==> config.mk <==
export PLATFORM = sky130hd
export DESIGN_NAME = spy_freeze_ctrl
export DESIGN_NICKNAME = d
export VERILOG_FILES = /design/src/rtl/spy_freeze_pkg.sv /design/src/rtl/freeze_cause_sel.sv /design/src/rtl/freeze_req_initiator.sv /design/src/rtl/freeze_ack_responder.sv /design/src/rtl/freeze_wr_gate.sv /design/src/rtl/spy_freeze_ctrl.sv
export SDC_FILE = /design/constraint.sdc
export NUM_CORES = 1
export LEC_CHECK = 0
export ABC_AREA = 1
export CORE_MARGIN = 2
export CORE_UTILIZATION = 33
export DETAILED_ROUTE_END_ITERATION = 8
export PLACE_DENSITY_LB_ADDON = 0.1
export SLEW_MARGIN = 30
export SYNTH_ARGS = -nofsm -noshare
export SYNTH_HDL_FRONTEND = slang
export SYNTH_HIERARCHICAL = 1
export SYNTH_SLANG_ARGS = --single-unit
==> constraint.sdc <==
create_clock -name clk_i -period 3.7 [get_ports clk_i]
set_clock_uncertainty 0.2 [all_clocks]
set_input_delay 0.37 -clock clk_i [delete_from_list [all_inputs] [get_ports clk_i]]
set_output_delay 0.37 -clock clk_i [all_outputs]
set_load 0.02 [all_outputs]
==> src/rtl/spy_freeze_pkg.sv <==
package spy_freeze_pkg;
  typedef enum logic [1:0] {
    CAUSE_NONE = 2'b00,
    CAUSE_SYNC = 2'b01,
    CAUSE_EEV  = 2'b10,
    CAUSE_PEER = 2'b11
  } cause_e;

  typedef enum logic [1:0] {
    HS_IDLE = 2'b00,
    HS_REQ  = 2'b01,
    HS_WAIT = 2'b10
  } hs_state_e;
endpackage

==> src/rtl/freeze_cause_sel.sv <==
module freeze_cause_sel
  import spy_freeze_pkg::*;
#(
  parameter int NUM_SYNC = 4,
  parameter int NUM_EEV  = 12
) (
  input  logic [NUM_SYNC-1:0] sync_err_i,
  input  logic [NUM_EEV-1:0]  eev_err_i,
  input  logic                peer_req_i,
  output logic                hit_o,
  output logic                local_o,
  output cause_e              cause_o
);
  logic any_sync, any_eev;

  assign any_sync = |sync_err_i;
  assign any_eev  = |eev_err_i;
  assign local_o  = any_sync | any_eev;
  assign hit_o    = local_o | peer_req_i;

  // priority: sync loss > end-event > peer
  always_comb begin
    if (any_sync)        cause_o = CAUSE_SYNC;
    else if (any_eev)    cause_o = CAUSE_EEV;
    else if (peer_req_i) cause_o = CAUSE_PEER;
    else                 cause_o = CAUSE_NONE;
  end
endmodule

==> src/rtl/freeze_req_initiator.sv <==
module freeze_req_initiator
  import spy_freeze_pkg::*;
(
  input  logic       clk_i,
  input  logic       rst_ni,
  input  logic       start_i,
  input  logic [1:0] code_i,
  input  logic       peer_ack_i,
  output logic       req_o,
  output logic [1:0] req_code_o,
  output logic       busy_o
);
  hs_state_e state_q, state_d;
  logic [1:0] code_q;

  always_comb begin
    state_d = state_q;
    unique case (state_q)
      HS_IDLE: if (start_i)     state_d = HS_REQ;
      HS_REQ:  if (peer_ack_i)  state_d = HS_WAIT;
      HS_WAIT: if (!peer_ack_i) state_d = HS_IDLE;
      default:                  state_d = HS_IDLE;
    endcase
  end

  always_ff @(posedge clk_i or negedge rst_ni) begin
    if (!rst_ni) begin
      state_q <= HS_IDLE;
      code_q  <= 2'b00;
    end else begin
      state_q <= state_d;
      if (state_q == HS_IDLE && start_i) code_q <= code_i;
    end
  end

  assign req_o      = (state_q == HS_REQ);
  assign req_code_o = req_o ? code_q : 2'b00;
  assign busy_o     = (state_q != HS_IDLE);
endmodule

==> src/rtl/freeze_ack_responder.sv <==
module freeze_ack_responder (
  input  logic clk_i,
  input  logic rst_ni,
  input  logic peer_req_i,
  output logic ack_o
);
  always_ff @(posedge clk_i or negedge rst_ni) begin
    if (!rst_ni) ack_o <= 1'b0;
    else         ack_o <= peer_req_i;
  end
endmodule

==> src/rtl/freeze_wr_gate.sv <==
module freeze_wr_gate #(
  parameter int LANES = 12
) (
  input  logic             block_i,
  input  logic [LANES-1:0] wr_req_i,
  output logic [LANES-1:0] wr_en_o
);
  for (genvar g = 0; g < LANES; g++) begin : g_lane
    assign wr_en_o[g] = wr_req_i[g] & ~block_i;
  end
endmodule

==> src/rtl/spy_freeze_ctrl.sv <==
module spy_freeze_ctrl
  import spy_freeze_pkg::*;
#(
  parameter int NUM_SYNC = 4,
  parameter int NUM_EEV  = 12,
  parameter int LANES    = 12
) (
  input  logic                clk_i,
  input  logic                rst_ni,
  input  logic [NUM_SYNC-1:0] sync_err_i,
  input  logic [NUM_EEV-1:0]  eev_err_i,
  input  logic [LANES-1:0]    wr_req_i,
  input  logic                release_i,
  input  logic                peer_req_i,
  input  logic [1:0]          peer_code_i,
  input  logic                peer_ack_i,
  output logic [LANES-1:0]    wr_en_o,
  output logic                frozen_o,
  output logic [1:0]          cause_o,
  output logic                req_o,
  output logic [1:0]          req_code_o,
  output logic                ack_o
);
  logic   hit, local_hit, trig, init_busy, busy, do_release;
  logic   frozen_q;
  cause_e sel_cause, cause_q;
  logic   unused_peer_code;

  assign unused_peer_code = ^peer_code_i;

  freeze_cause_sel #(.NUM_SYNC(NUM_SYNC), .NUM_EEV(NUM_EEV)) u_sel (
    .sync_err_i (sync_err_i),
    .eev_err_i  (eev_err_i),
    .peer_req_i (peer_req_i),
    .hit_o      (hit),
    .local_o    (local_hit),
    .cause_o    (sel_cause)
  );

  assign trig       = hit & ~frozen_q;
  assign busy       = init_busy | peer_req_i | ack_o;
  assign do_release = frozen_q & release_i & ~busy;

  always_ff @(posedge clk_i or negedge rst_ni) begin
    if (!rst_ni) begin
      frozen_q <= 1'b0;
      cause_q  <= CAUSE_NONE;
    end else if (trig) begin
      frozen_q <= 1'b1;
      cause_q  <= sel_cause;
    end else if (do_release) begin
      frozen_q <= 1'b0;
      cause_q  <= CAUSE_NONE;
    end
  end

  freeze_req_initiator u_init (
    .clk_i      (clk_i),
    .rst_ni     (rst_ni),
    .start_i    (trig & local_hit),
    .code_i     (sel_cause),
    .peer_ack_i (peer_ack_i),
    .req_o      (req_o),
    .req_code_o (req_code_o),
    .busy_o     (init_busy)
  );

  freeze_ack_responder u_resp (
    .clk_i      (clk_i),
    .rst_ni     (rst_ni),
    .peer_req_i (peer_req_i),
    .ack_o      (ack_o)
  );

  freeze_wr_gate #(.LANES(LANES)) u_gate (
    .block_i  (frozen_q | hit),
    .wr_req_i (wr_req_i),
    .wr_en_o  (wr_en_o)
  );

  assign frozen_o = frozen_q;
  assign cause_o  = cause_q;
endmodule

==> impl_metrics.toml <==
[cts]
numCtsBuffers = 3
cts_resized = 0
clkLatencyLatePin_ns = 0.24
cts.htree.levels = 1
root_buffer = "clkbuf_4"
cts_buffer_depth = 2
cts.sinks = 8
cts_tree = "yes"
cts_setup_buffers = 0
clkTransAtPathRegs_ns = 0.05
hold_buffers = 0

[route]
first_iter_violations = 6
antenna_left = 0
vias = 701
drtPass1Iterations = 5
wirelength_mm = 1.49
drc = 0
wire_per_inst_um = 8.73
viasPerCell = 4.10

[global_routing]
grt_first_pass_wirelength_mm = 2.19
grt_overflow = 0
grtUsageTotal_pct = 13.9
antenna_found_initial = 0
first_global_vias = 604
grt_start_max_net_pins = 14

[setup_path]
end_kind = "output port"
timing.rr.end = "u_init/code_q[1]$_DFFE_PN0P_"
cp_data_required_time_ns = 3.13
crit_type = "in -> out"
regToRegSetupSlack_ns = 2.33
crit_fanout = 13
critPathArrivalTime_ns = 2.42
reg2regPathDepth = 6
cp-start-kind = "primary input"
regToRegStartpoint = "frozen_o$_DFFE_PN0P_"

[synthesis]
synthTopCellsByArea = "dfrtp_1, inv_1, nor2_1"
yosysWarnings = 6
netlist_area_um2 = 601
yosysTopAreaCell = "dfrtp_1"
synthCells = 93
synth.net_count = 128
ys_seq_area_share_pct = 33.3
synth_edf_count = 0
netlist.area_leader.share_pct = 33.3
yosys-top-cells-count = "inv_1, nor2_1, nand2_1"
yosysMostFrequentCell = "inv_1"
async_reset_ff_share_pct = 100
syn_area_per_cell_um2 = 6.46
synth.distinct_cells = 16
synth_seq_cells = 8
synth_ff_type = "dfrtp_1"

[sta]
period_needed_ns = 2.99
fin_crit_sh_pct = 80.7
slew-limit-headroom_pct = 73.5
finalHoldViolCount = 0
tightest_slew_ns = 0.398
fmax_mhz = 335
maxSlewViolCount = 0
rsz0062_at_grt = "false"
tns_ns = 0
hold-worst-slack_ns = 0.197
setup_viol = 0

[run_status]
outcome = "finished clean"

[finish]
seqCellArea_um2 = 200
n_antenna_cell = 0
multiInputGateArea_um2 = 292
nets = 183
drive_gt1_share_pct = 9.59
fill_cells = 174
syn_to_final_growth_pct = 92.1

[power]
peakVddDrop_uv = 154
swShare_pct = 28.6
pwr-share-clk_pct = 23.3
switchingPower_uw = 77.9
intPower_uw = 194
pwr-share-seq_pct = 40.4
p_per_area_nw_per_um2 = 236
power.leakage_uw = 0.000567
pwr-share-comb_pct = 36.3

[run]
max_cap_violations = 0

[floorplanning]
rows = 15
die_area_um2 = 2180
die_w_um = 46.7
core_um2 = 1730
initial_core_util_pct = 34.8
ios = 54
die_h_um = 46.7

[worst_hold_path]
min_path_type = "in -> async"

[place]
numPortBuffers = 51
hpwl_mm = 1.34
globalplace.congestion = 0.697
placed cells by master, fill, tap and decap left out, types with 2 or more instances in the layout:
cell type and n:
clkbuf_4 3, nor2_1 22, nand3_1 6, nor2_4 3
dfrtp_1 8, inv_2 2, nand3_2 2, clkdlybuf4s50_1 51
nand2_1 17, inv_1 24, nor2_2 2
critical path, stage by stage:
cell and delay, ns:
clkdlybuf4s50_1 0.40, nor2_1 0.11, nand2_1 0.09, nor2_4 0.14
nand4_1 0.11, or2_1 0.40, nor2_1 0.17, clkdlybuf4s50_1 0.61
sequential cells by signal (all words and copies together) (netlist names):
| register | flops |
|---|---|
| u_init/state_q | 2 |
| u_resp/ack_o | 1 |
| cause_o | 2 |
| frozen_o | 1 |
| u_init/code_q | 2 |
how the worst max path moves through the flow:
stage | startpoint | endpoint | depth (start not counted)
floorplan | sync_err_i[1] | wr_en_o[0] | 6
global placement | sync_err_i[1] | wr_en_o[6] | 7
detailed placement | eev_err_i[9] | wr_en_o[3] | 8
CTS | eev_err_i[9] | wr_en_o[3] | 8
global route | eev_err_i[11] | wr_en_o[5] | 8
finish | eev_err_i[9] | wr_en_o[3] | 8
power by group through the flow:
stage          clock network, µW  registers [µW]  logic [µW]
3_5_place_dp                   0             111        99.5
4_1_cts                     66.3             110        99.7
3_3_place_gp                   0             111        98.1
5_1_grt                     70.8             112         111
2_1_floorplan                  0             116        37.5
6_report                    63.4             110        98.8
cell type report:
type / instances / share of cell area [%]
flip-flops and latches: 8 / 17.4
repair buffers: 51 / 44.3
inverters: 26 / 8.46
multi-input cells: 58 / 25.3
well taps: 25 / 2.71
clock buffers: 3 / 1.95
through the flow:
step	instances	power [µW]	cell area, µm²	utilization [%]	setup slack (ns)
after CTS	171	276	1150	66.8	0.682
final	171	272	1150	66.8	0.715
after floorplan	93	153	601	-	1.62
after global placement	168	209	1130	65.5	0.736
after detailed placement	168	211	1130	65.5	0.681
after global routing	171	293	1150	66.8	0.530
logic make-up after synthesis:
family / Yosys count / share of synthesized area (%)
AOI/OAI and AO/OA: 1 / 0.833
buffers and inverters: 27 / 18.1
DFF: 8 / 33.3
and+or+nand+nor: 57 / 47.7
per-layer routing:
layer	part of all wire, %	GRT usage, %	up-vias
met5	0	0	-
met3	6.0	2.35	0
met2	57	27.5	29
met4	0	5.00	0
met1	37	14.3	299
li1	-	-	373
(Power assumes the default switching activity.)
